**src/rtl/ptr_regbank_pkg.sv**
```systemverilog
package ptr_regbank_pkg;
  localparam int BUS_AW = 3;
  localparam int DW     = 8;

  typedef enum logic [BUS_AW-1:0] {
    REG_CFG  = 3'd0,
    REG_SUB  = 3'd1,
    REG_PHI  = 3'd2,
    REG_PLO  = 3'd3,
    REG_PAGE = 3'd4
  } reg_off_e;

  localparam logic [DW-1:0] CFG_RESET = 8'h18;
endpackage

```
**src/rtl/ptr_regbank_ptr.sv**
```systemverilog
module ptr_regbank_ptr #(
  parameter int RAM_AW = 11,
  parameter int DW     = 8,
  parameter int EN_BIT = 3
) (
  input  logic              clk,
  input  logic              rst,
  input  logic              wr_hi,
  input  logic              wr_lo,
  input  logic [DW-1:0]     wdata,
  input  logic              dma_ack,
  input  logic              wide_mode,
  output logic [DW-1:0]     hi_q,
  output logic [DW-1:0]     lo_q,
  output logic [RAM_AW-1:0] ram_addr,
  output logic              swap_bytes,
  output logic              dma_req
);
  localparam int HI_W = RAM_AW - DW;

  logic [RAM_AW-1:0] ptr_q;

  // staged high byte, committed only by the low byte
  always_ff @(posedge clk) begin
    if (rst) begin
      hi_q  <= '0;
      lo_q  <= '0;
      ptr_q <= '0;
    end else begin
      if (wr_hi) hi_q <= wdata;
      if (wr_lo) begin
        lo_q  <= wdata;
        ptr_q <= {hi_q[HI_W-1:0], wdata};
      end
    end
  end

  // level request: arming has priority over release
  always_ff @(posedge clk) begin
    if (rst) begin
      dma_req <= 1'b0;
    end else if (wr_lo && hi_q[EN_BIT]) begin
      dma_req <= 1'b1;
    end else if (dma_ack || (wr_hi && !wdata[EN_BIT])) begin
      dma_req <= 1'b0;
    end
  end

  assign ram_addr   = {ptr_q[RAM_AW-1:1], ptr_q[0] & ~wide_mode};
  assign swap_bytes = ptr_q[0] & wide_mode;
endmodule

```
**src/rtl/ptr_regbank_sel.sv**
```systemverilog
module ptr_regbank_sel #(
  parameter int            DW         = 8,
  parameter logic [DW-1:0] CFG_RST    = 8'h18,
  parameter int            WIDE_BIT   = 2,
  parameter logic [7:0]    SLOT_MASK  = 8'b0111_1111
) (
  input  logic          clk,
  input  logic          rst,
  input  logic          wr_cfg,
  input  logic          wr_sub,
  input  logic          wr_page,
  input  logic [DW-1:0] wdata,
  output logic [DW-1:0] cfg_view,
  output logic [DW-1:0] sub_view,
  output logic [DW-1:0] page_view,
  output logic          wide_mode,
  output logic          page_hi
);
  localparam int SEL_W  = 2;
  localparam int SLOTS  = 2 ** (SEL_W + 1);

  logic [DW-1:SEL_W]   cfg_hi_q;
  logic [SEL_W-1:0]    sel_q;
  logic [SEL_W:0]      slot_idx;
  logic [DW-1:0]       slot_q [SLOTS];

  always_ff @(posedge clk) begin
    if (rst) begin
      cfg_hi_q <= CFG_RST[DW-1:SEL_W];
      sel_q    <= CFG_RST[SEL_W-1:0];
      page_hi  <= 1'b0;
    end else if (wr_cfg) begin
      cfg_hi_q <= wdata[DW-1:SEL_W];
      sel_q    <= wdata[SEL_W-1:0];
      page_hi  <= 1'b0;
    end else if (wr_sub) begin
      sel_q    <= wdata[SEL_W-1:0];
      page_hi  <= wdata[SEL_W];
    end
  end

  assign slot_idx = {page_hi, sel_q};

  for (genvar i = 0; i < SLOTS; i++) begin : g_slot
    if (SLOT_MASK[i]) begin : g_live
      always_ff @(posedge clk) begin
        if (rst)                                 slot_q[i] <= '0;
        else if (wr_page && slot_idx == (SEL_W+1)'(i)) slot_q[i] <= wdata;
      end
    end else begin : g_hole
      always_ff @(posedge clk) slot_q[i] <= '0;
    end
  end

  assign page_view = slot_q[slot_idx];
  assign cfg_view  = {cfg_hi_q, sel_q};
  assign sub_view  = {{(DW-SEL_W-1){1'b0}}, page_hi, sel_q};
  assign wide_mode = cfg_hi_q[WIDE_BIT];
endmodule

```
**src/rtl/ptr_regbank.sv**
```systemverilog
module ptr_regbank
  import ptr_regbank_pkg::*;
#(
  parameter int RAM_AW = 11
) (
  input  logic              clk,
  input  logic              rst,
  input  logic [BUS_AW-1:0] bus_addr,
  input  logic [DW-1:0]     bus_wdata,
  input  logic              bus_wr,
  input  logic              bus_rd,
  output logic [DW-1:0]     bus_rdata,
  input  logic              dma_ack,
  output logic              dma_req,
  output logic [RAM_AW-1:0] ram_addr,
  output logic              swap_bytes,
  output logic              wide_mode
);
  logic [DW-1:0] hi_q, lo_q, cfg_view, sub_view, page_view, rd_mux;
  logic          page_hi;
  logic          wr_cfg, wr_sub, wr_hi, wr_lo, wr_page;

  assign wr_cfg  = bus_wr && (bus_addr == REG_CFG);
  assign wr_sub  = bus_wr && (bus_addr == REG_SUB);
  assign wr_hi   = bus_wr && (bus_addr == REG_PHI);
  assign wr_lo   = bus_wr && (bus_addr == REG_PLO);
  assign wr_page = bus_wr && (bus_addr == REG_PAGE);

  ptr_regbank_ptr #(.RAM_AW(RAM_AW), .DW(DW), .EN_BIT(3)) ptr_i (
    .clk(clk), .rst(rst), .wr_hi(wr_hi), .wr_lo(wr_lo), .wdata(bus_wdata),
    .dma_ack(dma_ack), .wide_mode(wide_mode), .hi_q(hi_q), .lo_q(lo_q),
    .ram_addr(ram_addr), .swap_bytes(swap_bytes), .dma_req(dma_req)
  );

  ptr_regbank_sel #(.DW(DW), .CFG_RST(CFG_RESET)) sel_i (
    .clk(clk), .rst(rst), .wr_cfg(wr_cfg), .wr_sub(wr_sub), .wr_page(wr_page),
    .wdata(bus_wdata), .cfg_view(cfg_view), .sub_view(sub_view),
    .page_view(page_view), .wide_mode(wide_mode), .page_hi(page_hi)
  );

  always_comb begin
    case (bus_addr)
      REG_CFG:  rd_mux = cfg_view;
      REG_SUB:  rd_mux = sub_view;
      REG_PHI:  rd_mux = hi_q;
      REG_PLO:  rd_mux = lo_q;
      REG_PAGE: rd_mux = page_view;
      default:  rd_mux = '0;
    endcase
  end

  always_ff @(posedge clk) begin
    if (rst)         bus_rdata <= '0;
    else if (bus_rd) bus_rdata <= rd_mux;
  end
endmodule

```
**config.mk**
```make
export PLATFORM = sky130hd
export DESIGN_NAME = ptr_regbank
export DESIGN_NICKNAME = d
export VERILOG_FILES = /design/src/rtl/ptr_regbank_pkg.sv /design/src/rtl/ptr_regbank_ptr.sv /design/src/rtl/ptr_regbank_sel.sv /design/src/rtl/ptr_regbank.sv
export SDC_FILE = /design/constraint.sdc
export NUM_CORES = 1
export LEC_CHECK = 0
export ABC_CLOCK_PERIOD_IN_PS = 2300
export BUFFER_PORTS_ARGS = -buffer_cell sky130_fd_sc_hd__buf_2
export CAP_MARGIN = 0
export CORE_MARGIN = 5
export CORE_UTILIZATION = 54
export CTS_CLUSTER_SIZE = 40
export DETAILED_ROUTE_END_ITERATION = 10
export GPL_TIMING_DRIVEN = 0
export PLACE_DENSITY = 0.73
export SYNTH_ARGS = -nofsm -noshare
export SYNTH_HDL_FRONTEND = slang
export SYNTH_SLANG_ARGS = --single-unit
```
**constraint.sdc**
```tcl
create_clock -name clk -period 2.3 [get_ports clk]
set_clock_uncertainty 0.15 [all_clocks]
set_input_delay 0.115 -clock clk [delete_from_list [all_inputs] [get_ports clk]]
set_output_delay 0.115 -clock clk [all_outputs]
set_load 0.01 [all_outputs]
```
-- Word level (Yosys, flattened, before mapping)
Memories as Yosys holds them, arrays and structs flattened.
Cells that the tools add are included.
W data, S select, Z words.
- word-level logic and storage cells: 85
- memories: 1
- RAM bits: 64
- output and inout port bits: 22
- bits in registers: 45
- reduce and logical (&&, ||, !) cells: 21
- eq/ne operators: 10
- multiplexer cells: 35
- bitwise gates (word level): 10
- memory list (memory ; words ; bits a word ; read ports ; clocked after memory_dff ; write ports ; line ; RTL):
    sel_i.slot_q ; 8 ; 8 ; 1 ; 0 ; 8 ; ptr_regbank_sel.sv:25 ; logic [DW-1:0] slot_q [SLOTS];
- operator list (cell ; count):
    $mux W8 ; 7
    $pmux W8 S5 ; 1
    $mux W1 ; 25
    $logic_and A1 B1 Y1 ; 14
    $eq A3 B2 Y1 const B ; 4
    $eq A3 B3 Y1 const B ; 4
    $or A1 B1 Y1 ; 7
    $eq A3 B1 Y1 const B ; 2
    $logic_not A3 Y1 ; 2
    $mux W2 ; 2
    $reduce_bool A2 Y1 ; 2
    $and A1 B1 Y1 ; 2
    $reduce_or A2 Y1 ; 1
    $logic_not A1 Y1 ; 1
    $logic_or A1 B1 Y1 ; 1
    $not A1 Y1 ; 1

-- Logic depth before layout (Yosys ltp)
Gate-level depths: netlist of run 1.
- depth after elaboration: 7
- mapped depth: 7
- gate-level depth less buffers: 4

-- Cells and area by module
From an unflattened synthesis of run 1, not the netlist that was laid out.
- cells, all modules: 391
- area total of the unflattened synthesis: 4591.9 um^2
- modules (own cells, without submodules) (module ; times used ; cells an instance ; area each (um^2)):
    ptr_regbank_sel ; 1 ; 227 ; 3096.7
    ptr_regbank_ptr ; 1 ; 75 ; 779.5
    ptr_regbank ; 1 ; 89 ; 715.7

-- Least setup slack after synthesis of run 1
Ideal clock, no wire load.
- path kind: register to register
- start: register sel_i.sel_q[0]
- end: memory sel_i.slot_q[5][0] (enable)
- path slack: 0.219 ns
- cell stages (with the launch flop): 6
- period minus slack after synthesis: 2.081 ns
- arrival: 1.547 ns
- buffers on the path: 3
- data required time: 1.766 ns
- setup time: 0.384 ns
- cell sequence: dfxtp_1 buf_6 buf_4 buf_6 nand2_1 o21ai_0
- RTL lines (element ; line ; RTL):
    from (decl) ; ptr_regbank_sel.sv:23 ; logic [SEL_W-1:0] sel_q;
    from (signal assigned) ; ptr_regbank_sel.sv:30 ; sel_q <= CFG_RST[SEL_W-1:0];
    from (signal assigned) ; ptr_regbank_sel.sv:34 ; sel_q <= wdata[SEL_W-1:0];
    from (signal assigned) ; ptr_regbank_sel.sv:37 ; sel_q <= wdata[SEL_W-1:0];
    to (decl) ; ptr_regbank_sel.sv:25 ;

==> metrics list, run 1 <==
* Final-report hold violation count: 0
* Mean cell area of the mapped netlist: 11.4 µm²
- Deepest level of the CTS H-tree: 3
- Total routing usage reported by global routing: 0.211
- Post-Place Cell Area: 4640 µm²
* Gate count of the mapped netlist: 382
* Share of the clock period used by the worst path: 0.937
- For this design the ratio of total power to cell area is 637 nW/µm².
- Sw Share: 0.248
* Starting DRT DRC Count: 287
* WS Path Type: reg -> reg
- Synth async-reset ratio: 0
* Endpoint required time on the critical path: 2140 ps
- Distinct cell type count of the synthesized netlist: 43
* Number of search-and-repair iterations in the first detailed-routing pass: 5
- Setup violation total in the final timing report: 0
- Signed area change from the synthesized netlist to the final layout: 13.7%
- The routed design could run at a clock period as short as 2160 ps.
* Clock Latency Late Sink: 360 ps
* Pre-CTS setup slack: -390 ps
* # clock sinks: 93
- The share of total power dissipated in combinational logic is 0.083.
- Outcome: completed
* Die Footprint: 9930 µm²
* Core Area: 7770 µm²
* Number of top-level design ports: 38
- The die is 99.7 µm wide.
- The finished cells cover 4940 µm².
- The startpoint identified for the worst hold timing path is bus_addr[0].
* Total nets after synthesis: 398
- In this run the core area contains 32 standard-cell rows.
- Number of enable flip-flop cells after synthesis: 56
* Flip-flop and latch area: 2420 µm²
* Area contributors post-synth: sky130_fd_sc_hd__edfxtp_1 39%, sky130_fd_sc_hd__dfxtp_1 17%, sky130_fd_sc_hd__and2_1 8.2%
- Hold Path Stages: 4
* Maximum net fanout on the critical path: 10
- For this configuration, the core starts out at a cell density of 0.559.
* Multi-input gate area: 1750 µm²
- Post-detailed-placement half-perimeter wirelength: 7160 µm
- CP Launch Type: flop
* Number of nets with antenna violations after detailed routing: 0
* Internal power contribution: 2370 µW
- The tightest min-delay check is of the in -> reg type.
- Of the total power, registers draw 0.581.
- Antenna Diode Count: 0
- Max-cap violations in this run came to 0.
- Critical Path Sink Type: flop
- The number of global-route vias before repair came to 2,894.
* Crit Reg-Reg Endpoint: sel_i.slot_q[6][5]
- Reg2Reg Launch Point: sel_i.page_hi
* Leading post-synthesis cells by instance count: 62 x sky130_fd_sc_hd__nand2_1, 57 x sky130_fd_sc_hd__and2_1, 56 x sky130_fd_sc_hd__edfxtp_1
- Placer congestion estimate: 0.927
* # nets final: 452
- Reg2reg setup slack: 140 ps
- Switching power of the nets: 778 µW
* Worst R2R Path Depth: 3
* Yosys top cell by area: sky130_fd_sc_hd__edfxtp_1
- The die is 99.7 µm tall.
* Final Slew Violations: 0
- Max VDD drop: 0.000475 V
* Total number of vias: 3,101
- Static timing analysis puts the maximum clock frequency at 464 MHz.
- Number of non-filler instances in the completed layout: 543
* # fillers: 628
- Slack of the critical path: 145 ps
- The tightest hold path in the finished design has a slack of 64.7 ps.
- In this run the tool buffered the top-level ports with 34 buffer cells.
* TritonCTS Buffers: 9
- Dividing the detail-routed via count by the number of cells gives 5.71.
* Layout cells sized above 1: 0.211
- STA puts the critical path data arrival time at 2000 ps.
- Routed wire length per instance: 19.0 µm
* Maximum number of pins on one net before global-route repair: 17
* Transition at the pin with the smallest max-transition slack: 766 ps
- Clock power share: 0.336
- Worst slew margin: 0.485
- Bufs on Longest Clock Path: 2
- The analysis attributes to cell leakage a power of 0.00186 µW.
- Of the post-synthesis cell area, the dominant cell type holds 0.387.
- RSZ-0062 raised after global routing: no
- Initial antenna violation count: 0
* Wire length of the first global-routing pass: 15,700 µm
- Summed instance area of the synthesized netlist: 4340 µm²
* Cell at the root of the clock tree: sky130_fd_sc_hd__clkbuf_8
- For this run, the register share of the synthesized area comes to 0.558.
- Post-placement cell count: 518
- The final layout contains routed wiring with a total length of 10,300 µm.
- Drt drc: 0
- Total gr overflow: 0
- Endpoint of the worst hold-timing path: bus_rdata[5]
- For this run, the number of Yosys warnings is 0.
- Flip-flop and latch count after synthesis: 93
- After clock tree synthesis, the clock-pin slew on the worst setup and hold paths is 90 ps.
- CTS tree: built
- Among all cell types in the netlist, the one instantiated most often is sky130_fd_sc_hd__nand2_1.
- Most used DFF post-synth: sky130_fd_sc_hd__edfxtp_1
==> power by group through the flow <==
stage	sequential (µW)	combinational [µW]	clock, µW
3_5_place_dp	1870	245	0
6_report	1830	262	1060
5_1_grt	1830	279	1140
3_3_place_gp	1860	242	0
4_1_cts	1830	258	1060
2_1_floorplan	1860	150	0
==> metal layers <==
| metal | vias up | part of all wire | routed length [µm] | GRT usage |
|---|---|---|---|---|
| li1 | 1461 | - | - | - |
| met1 | 1518 | 0.44 | 4570 | 0.289 |
| met2 | 104 | 0.47 | 4860 | 0.326 |
| met3 | 18 | 0.076 | 782 | 0.0722 |
| met4 | 0 | 0.012 | 129 | 0.0504 |
| met5 | - | 0 | 0 | 0 |
==> worst max-delay path: stages, from the launching register on <==
cell,delay (ps)
sky130_fd_sc_hd__dfxtp_1,410
sky130_fd_sc_hd__buf_2,310
sky130_fd_sc_hd__nand4_1,280
sky130_fd_sc_hd__o21ai_1,640
==> kinds of logic after synthesis <==
family | synth area share
mux | 0.111
compound gates | 0.0865
flops | 0.558
simple gates | 0.203
buf+inv | 0.0421
==> registers in the layout, indices dropped and copies added, names as in the netlist <==
| name | cells |
|---|---|
| sel_i.page_hi | 1 |
| ptr_i.ptr_q | 11 |
| sel_i.slot_q | 56 |
| ptr_i.dma_req | 1 |
| sel_i.cfg_hi_q | 6 |
| ptr_i.hi_q | 8 |
| sel_i.sel_q | 2 |
| bus_rdata | 8 |
==> repair_timing <==
item                                    4_1_cts  5_1_grt
hold endpoints to repair                     20        0
resized for setup                             4        1
endpoints found under the setup margin       24        8
hold buffers                                  9        0
buffers inserted                              0        0
==> cells in the final DEF (no fill, tap or decap), drive strengths merged, types with 4 or more instances in the layout <==
cell / n
a21oi: 29
and2: 57
buf: 53
clkbuf: 19
clkinv: 4
dfxtp: 37
dlygate4sd3: 9
edfxtp: 56
inv: 6
mux2i: 24
mux4: 9
nand2: 62
nand3: 11
nor2: 12
nor2b: 5
nor3: 4
o21ai: 11
o22ai: 6
o2bb2ai: 6
==> cell type report <==
cell class | count | share of cell area
sequential | 93 | 0.491
multi-input combinational | 257 | 0.355
timing repair buffer | 43 | 0.0527
buffer | 28 | 0.0340
clock buffer | 10 | 0.0302
tap | 102 | 0.0258
clock inverter | 6 | 0.00836
inverter | 4 | 0.00304
==> worst max-delay path by stage <==
stage / slack [ps] / depth (start not counted) / start / to
after floorplan: 220 / 5 / sel_i.sel_q[0] / sel_i.slot_q[5][0]
after global placement: -370 / 5 / sel_i.sel_q[0] / sel_i.slot_q[5][3]
after detailed placement: -390 / 5 / sel_i.sel_q[0] / sel_i.slot_q[5][1]
after CTS: 30 / 3 / sel_i.page_hi / sel_i.slot_q[4][5]
after global routing: 70 / 3 / sel_i.page_hi / sel_i.slot_q[6][5]
final: 140 / 3 / sel_i.page_hi / sel_i.slot_q[6][5]
==> through the flow <==
| step | power, µW | TNS, ps | util |
|---|---|---|---|
| detailed placement | 2110 | -5820 | 0.597 |
| floorplan | 2010 | 0 | - |
| CTS | 3150 | 0 | 0.635 |
| global route | 3260 | 0 | 0.636 |
| global placement | 2100 | -5120 | 0.597 |
| finish | 3140 | 0 | 0.636 |
(Power assumes the default switching activity.)
==> run 2, diff against run 1 <==
--- a/config.mk
+++ b/config.mk
@@ -16,4 +16,5 @@
 export PLACE_DENSITY = 0.73
 export SYNTH_ARGS = -nofsm -noshare
 export SYNTH_HDL_FRONTEND = slang
+export SYNTH_HIERARCHICAL = 1
 export SYNTH_SLANG_ARGS = --single-unit
==> metrics list, run 2 <==
- Outcome: completed
- In this run, distinct cell masters in the synthesized netlist total 48.
- The share of total power dissipated in sequential elements is 0.557.
- In the final layout, the share of cells above drive strength 1 is 0.264.
- Of the total power, the clock network draws 0.347.
* Worst R2R Path Depth: 9
- Starting Density: 0.556
* Number of top-level design ports: 38
- The number of hold-slack violations in the final timing report is 0.
- Data arrival time at the worst-slack endpoint: 2340 ps
- Core Area: 8260 µm²
- Min cycle time layout: 2220 ps
- Of all nets on the critical path, the largest fanout is 10.
- The die is 102 µm wide.
- The largest total area in the synthesized netlist belongs to sky130_fd_sc_hd__edfxtp_1.
- Worst slew margin: 0.500
* Endpoint required time on the critical path: 2420 ps
- Clock tree synthesis selected as its root buffer the cell sky130_fd_sc_hd__clkbuf_8.
- For this design the static power due to leakage is 0.00196 µW.
- Reg2reg setup slack: 80 ps
* Crit Reg-Reg Endpoint: bus_rdata[5]
- Critical path origin: sel_i/sel_q[1]
* Combinational group share of total power: 0.096
* Post-placement cell count: 537
- In this run the deepest clock path goes through 2 buffers.
- Maximum number of pins on one net before global-route repair: 16
- Most used standard cell by instance count after synthesis: sky130_fd_sc_hd__and2_1
* CP Launch Type: flop
* WS Path Type: reg -> reg
- The repair_antennas step left the layout with diodes totalling 0.
- sel_i/slot_q holds more flip-flops than any other register.
- In this run, CTS created clock tree buffers numbering 9.
- Regs by FF count: sel_i/slot_q: 56 flops, bus_rdata: 8 flops, ptr_i/hi_q: 8 flops
* Number of nets with antenna violations after detailed routing: 0
- Of the total power, the share spent switching nets is 0.240.
* Flip-flop and latch count after synthesis: 93
- The synthesized design contains 56 enable-type register cells.
* Summed instance area of the synthesized netlist: 4590 µm²
- Switching power of the nets: 790 µW
- For this run, the number of Yosys warnings is 6.
- After the last flow step, the layout net total stands at 461.
- Number of non-filler instances in the completed layout: 555
* Number of max-capacitance violations reported: 0
- Averaged over all synthesized cells, the footprint is 11.7 µm².
* Placer congestion estimate: 0.912
- The clock net in this run drives a total of 93 sinks.
* Signed area change from the synthesized netlist to the final layout: 12.8%
- Critical Path Sink Type: flop
* Internal power contribution: 2500 µW
- Summing all flip-flop and latch instances after layout gives 2420 µm².
- Wire length of the first global-routing pass: 16,900 µm
- Summed over all layers, the routed wires come to 11,000 µm.
* Die H: 102 µm
* # fillers: 711
- Deepest level of the CTS H-tree: 3
- For this run, the register share of the synthesized area comes to 0.528.
* Most used cells in the layout excluding fill and tap cells: 57 x sky130_fd_sc_hd__and2_1, 56 x sky130_fd_sc_hd__edfxtp_1, 47 x sky130_fd_sc_hd__mux2i_1
- The register with the most flip-flops in the layout has 56 of them.
- IR analysis of the VDD net gives a maximum drop of 0.000321 V.
- Across every metal layer, demand over resource in global routing totals 0.220.
* Die Footprint: 10,400 µm²
- In this run the tool buffered the top-level ports with 37 buffer cells.
* Clock Latency Late Sink: 360 ps
- Commonest non-fill, non-tap cell in the layout: sky130_fd_sc_hd__and2_1
- Total number of vias: 3,240
- Clock-pin slew on the worst setup and hold paths: 90 ps
- The total overflow left after global routing is 0.
- Leading post-synthesis cells by instance count: 57 x sky130_fd_sc_hd__and2_1, 56 x sky130_fd_sc_hd__edfxtp_1, 47 x sky130_fd_sc_hd__mux2i_1
- Number of search-and-repair iterations in the first detailed-routing pass: 7
- Synth async-reset ratio: 0
* Drt drc: 0
- Dividing the final minimum period by the clock period gives 0.964.
- The floorplan has 33 rows.
- The worst hold path belongs to the class in -> reg.
- Worst hold slack: 22.6 ps
* Initial antenna violation count: 0
* Gate count of the mapped netlist: 391
- The share of synthesized area in the top cell type comes to 0.366.
- The number of global-route vias before repair is 3,084.
- Power per cell area: 635 nW/µm²
- At the pin with the least slew margin, the transition time is 749 ps.
- Reg2Reg Launch Point: sel_i/sel_q[1]
- Setup repair after global routing left no endpoint under its margin.
* Max frequency: 451 MHz
* Routed wire length per instance: 19.8 µm
* Number of vias per cell after detailed routing: 5.84
- The most critical setup path has its endpoint at bus_rdata[5].
- Area contributors post-synth: sky130_fd_sc_hd__edfxtp_1 37%, sky130_fd_sc_hd__dfxtp_1 16%, sky130_fd_sc_hd__mux2i_1 10%
- The wire-length estimate of the detail-placed layout is 7670 µm.
* CTS tree: built
* Most used DFF post-synth: sky130_fd_sc_hd__edfxtp_1
- In the final layout, the multi-input gates occupy 1910 µm².
- The first routing iteration left 351 violations.
- Setup violations remaining at the end of the flow were counted as 0.
- Final Slew Violations: 0
## run 2: timing repair
item                                    CTS  global route
resized for setup                         2             5
buffers inserted                          0             0
endpoints found under the hold margin     1             1
hold buffers                              1             1
endpoints found under the setup margin    1             7
## run 2: cells by family (layout without fill, tap and decap cells)
| group | count (synthesis) | count (layout) | share of synthesized area |
|---|---|---|---|
| and+or+nand+nor | 141 | 141 | 0.181 |
| DFF | 93 | 93 | 0.528 |
| AOI/OAI and AO/OA | 60 | 60 | 0.100 |
| muxes | 56 | 56 | 0.125 |
| buffers and inverters | 40 | 95 | 0.0662 |
| other | 1 | 5 | 0.000817 |
## run 2: area by class of cell
| type | count | share of cell area |
|---|---|---|
| buffer | 35 | 0.0553 |
| clock buffer | 11 | 0.0292 |
| clock inverter | 5 | 0.0111 |
| inverter | 5 | 0.00362 |
| multi-input combinational | 262 | 0.368 |
| sequential | 93 | 0.468 |
| tap | 105 | 0.0254 |
| timing repair buffer | 39 | 0.0396 |
## run 2: per-stage QoR
step	util	TNS (ps)	setup WS (ps)	cell area [µm²]	total power [µW]
detailed placement	0.596	0	4.60	4920	2170
floorplan	-	0	462	4610	2060
global route	0.627	0	22.3	5180	3410
CTS	0.624	0	5.86	5150	3290
finish	0.627	0	82.1	5180	3290
global placement	0.596	-1.10	-1.10	4920	2170
## run 2: critical path: stages, from the launching register on
cell	delay [ps]
sky130_fd_sc_hd__dfxtp_2	380
sky130_fd_sc_hd__buf_6	150
sky130_fd_sc_hd__buf_12	150
sky130_fd_sc_hd__buf_4	220
sky130_fd_sc_hd__mux2i_1	170
sky130_fd_sc_hd__a221oi_2	280
sky130_fd_sc_hd__mux2i_1	130
sky130_fd_sc_hd__o21ai_0	150
sky130_fd_sc_hd__nand2_1	120
sky130_fd_sc_hd__a211oi_2	230
## run 2: power groups by stage
stage / sequential [µW] / combinational (µW) / clock [µW]
final: 1830 / 314 / 1140
after detailed placement: 1870 / 303 / 0
after floorplan: 1860 / 196 / 0
after global routing: 1840 / 337 / 1230
after global placement: 1870 / 299 / 0
after CTS: 1830 / 307 / 1150
## run 2: routing by layer
layer | vias to the layer above | GRT usage | share of wire | wire length [µm]
li1 | 1517 | - | - | -
met1 | 1573 | 0.310 | 0.44 | 4790
met2 | 131 | 0.346 | 0.48 | 5250
met3 | 19 | 0.0430 | 0.073 | 798
met4 | 0 | 0.0636 | 0.015 | 168
met5 | - | 0 | 0 | 0
## run 2: how the worst min path moves through the flow
stage | to | slack (ps) | start | cells past startpoint
6_report | sel_i/sel_q[0] | 20 | bus_wdata[0] | 3
5_1_grt | ptr_i/lo_q[6] | 30 | bus_wdata[6] | 3
2_1_floorplan | sel_i/cfg_hi_q[3] | 90 | bus_wdata[3] | 1
4_1_cts | sel_i/sel_q[1] | 7 | bus_wdata[1] | 3
3_3_place_gp | ptr_i/dma_req | 240 | dma_ack | 3
3_5_place_dp | ptr_i/dma_req | 250 | dma_ack | 3
==> run 3, diff against run 2 <==
==> constraint.sdc (replaced) <==
create_clock -name clk -period 2.3 [get_ports clk]
set_clock_uncertainty 0.15 [all_clocks]
set_input_delay 0.46 -clock clk [delete_from_list [all_inputs] [get_ports clk]]
set_output_delay 0.46 -clock clk [all_outputs]
set_load 0.01 [all_outputs]
==> metrics list, run 3 (synthesis results as in run 2) <==
- Commonest non-fill, non-tap cell in the layout: sky130_fd_sc_hd__and2_1
- The routed design has 11,000 µm of wire.
* Wire length of the first global-routing pass: 16,900 µm
- Transition at the pin with the smallest max-transition slack: 564 ps
* # clock sinks: 93
* Data arrival time at the worst-slack endpoint: 2320 ps
* Via count of the first global-routing pass: 3,084
- Initial antenna violation count: 0
- Layout cells sized above 1: 0.270
* Cell at the root of the clock tree: sky130_fd_sc_hd__clkbuf_8
* Power consumption: 3290 µW
- After detailed routing, the met2 layer carries 5270 µm of wire.
- In the final routed layout, each cell accounts on average for 19.8 µm.
* Die Footprint: 10,400 µm²
- Counting along the longest clock path gives a buffer depth of 2.
- The wire-length estimate of the detail-placed layout is 7670 µm.
- Number of rows in the core area: 33
* Number of buffers inserted by port buffering: 37
- Number of max-capacitance violations reported: 0
* Switching power of the nets: 791 µW
- Internal power contribution: 2500 µW
- At the end of routability-driven placement, the weighted congestion stood at 0.912.
- The critical path is of the reg -> reg type.
* Met1 Wirelength: 4800 µm
* Outcome: completed
- After global routing the overflow that remains totals 0.
- The final-report max-slew violation count came to 0.
* Starting DRT DRC Count: 322
- DIE WIDTH: 102 µm
- For this run, the share of the core covered by cells in the final layout is 0.626.
- The number of hold-slack violations in the final timing report is 0.
- Clock power share: 0.348
- Most used cells in the layout excluding fill and tap cells: 57 x sky130_fd_sc_hd__and2_1, 56 x sky130_fd_sc_hd__edfxtp_1, 47 x sky130_fd_sc_hd__mux2i_1
- The total area inside the core boundary comes to 8260 µm².
- Data on the critical path is required at its endpoint by 2420 ps.
* Signed area change from the synthesized netlist to the final layout: 12.6%
- On the worst path, the slowest cell contributes a delay of 370 ps.
- The worst setup path is launched from a flop.
* Deepest level of the CTS H-tree: 3
- Critical-path cell with the highest stage delay: sky130_fd_sc_hd__dfxtp_2
- After clock tree synthesis, the clock-pin slew on the worst setup and hold paths is 90 ps.
- Max VDD drop: 0.000321 V
- The routed layout has 3,271 vias.
- Final instance area: 5170 µm²
* Setup TNS: 0 ps
- The share of total power dissipated in sequential elements is 0.557.
- At the later pin of the worst-skew pair, clock insertion delay measures 360 ps.
- Most numerous cell on the critical path: sky130_fd_sc_hd__mux2i_1
- Together, buffers and inverters on the worst path number 3.
- For this run, the total global-route usage over all layers was measured as 0.220.
* Worst slew margin: 0.623
- Among cell families on the critical path, the largest total delay comes from compound AO/OA/AOI/OAI gates.
- Of the total power, the share spent switching nets is 0.241.
* Number of flip-flops under the largest register name: 56
- Drt drc: 0
- Maximum number of pins on one net before global-route repair: 16
- Derived from the worst setup path, the maximum achievable clock frequency is 455 MHz.
* RSZ-0062 raised after global routing: no
- CTS tree: built
- Dividing the final minimum period by the clock period gives 0.956.
* Crit-path cells: buf_6 -> buf_12 -> buf_4 -> mux2i_1 -> a221oi_2 -> mux2i_1 -> o21ai_0 -> nand2_1 -> a211oi_2
* Starting Density: 0.556
- The share of total power dissipated in combinational logic is 0.095.
- Die H: 102 µm
- Signal routing reaches up to met4.
- The layout has 710 filler cells.
- Register containing the most flip-flops in the final layout: sel_i/slot_q
- Number of vias per cell after detailed routing: 5.90
- The number of clock buffers added by TritonCTS is 9.
* Number of top-level design ports: 38
- The worst setup path is captured at a flop.
* Setup violation total in the final timing report: 0
- The largest registers in the layout are sel_i/slot_q: 56 flops, bus_rdata: 8 flops, ptr_i/hi_q: 8 flops.
* Maximum net fanout on the critical path: 10
- In this run the power density over the cells is 636 nW/µm².
* Number of search-and-repair iterations in the first detailed-routing pass: 5
- The analysis attributes to cell leakage a power of 0.00196 µW.
* Number of nets with antenna violations after detailed routing: 0
* Post-Place Cell Area: 4920 µm²
- Worst min-delay path category: in -> reg
- # nets final: 459
- Detailed route wirelength on metal3: 757 µm
- Subtracting the final worst setup slack from the clock period gives 2200 ps.
[run 3: cell types whose count changed in the layout (fill, tap and decap cells not counted), sizes merged]
| cell | previous run | this run |
|---|---|---|
| dlygate4sd3 | 2 | 0 |
| diode | 0 | 1 |
[run 3: power by group through the flow]
stage                     Clock (µW)  Sequential [µW]  Combinational [µW]
after global placement             0             1870                 299
after global routing            1230             1840                 335
final                           1140             1830                 313
after detailed placement           0             1870                 303
after floorplan                    0             1860                 196
after CTS                       1150             1830                 306
[run 3: final timing paths]
| check | startpoint | end | slack (ps) | cells past startpoint |
|---|---|---|---|---|
| worst max-delay path | sel_i/sel_q[1] | bus_rdata[5] | 100 | 9 |
| worst min-delay path | dma_ack | ptr_i/dma_req | 230 | 3 |
| worst max register to register | sel_i/sel_q[1] | bus_rdata[5] | 100 | 9 |
| worst min register to register | ptr_i/dma_req | ptr_i/dma_req | 340 | 2 |
[run 3: repair_timing]
action | in CTS | in global routing
hold buffers | 0 | 0
endpoints found under the hold margin | 0 | 0
buffers inserted | 0 | 0
endpoints found under the setup margin | 1 | 15
resized for setup | 2 | 7
pin swaps | 0 | 0
[run 3: layout make-up]
| type | instances | area, µm² | share of cell area |
|---|---|---|---|
| Clock buffer | 11 | 151 | 0.0293 |
| Tap cell | 105 | 131 | 0.0254 |
| Sequential cell | 93 | 2420 | 0.469 |
| Antenna cell | 1 | 2.50 | 0.000484 |
| Inverter | 5 | 18.8 | 0.00363 |
| Buffer | 35 | 287 | 0.0554 |
| Multi-Input combinational cell | 262 | 1910 | 0.370 |
| Timing Repair Buffer | 37 | 185 | 0.0358 |
| Clock inverter | 5 | 57.6 | 0.0111 |
[run 3: stage by stage]
| step | hold slack [ps] | cells | setup slack (ps) |
|---|---|---|---|
| after global placement | 325 | 537 | -249 |
| after CTS | 222 | 553 | 5.86 |
| after floorplan | 302 | 395 | 175 |
| after global routing | 226 | 553 | 22.3 |
| final | 228 | 554 | 101 |
| after detailed placement | 333 | 537 | -302 |
[run 3: per-layer routing]
layer / vias to the layer above / GRT usage
li1: 1513 / -
met1: 1622 / 0.311
met2: 120 / 0.345
met3: 16 / 0.0430
met4: 0 / 0.0636
met5: - / 0
[run 3: tightest hold or removal path, stage by stage]
cell                       delay, ps
sky130_fd_sc_hd__buf_2            70
sky130_fd_sc_hd__nand3b_1         90
sky130_fd_sc_hd__a21oi_1          60
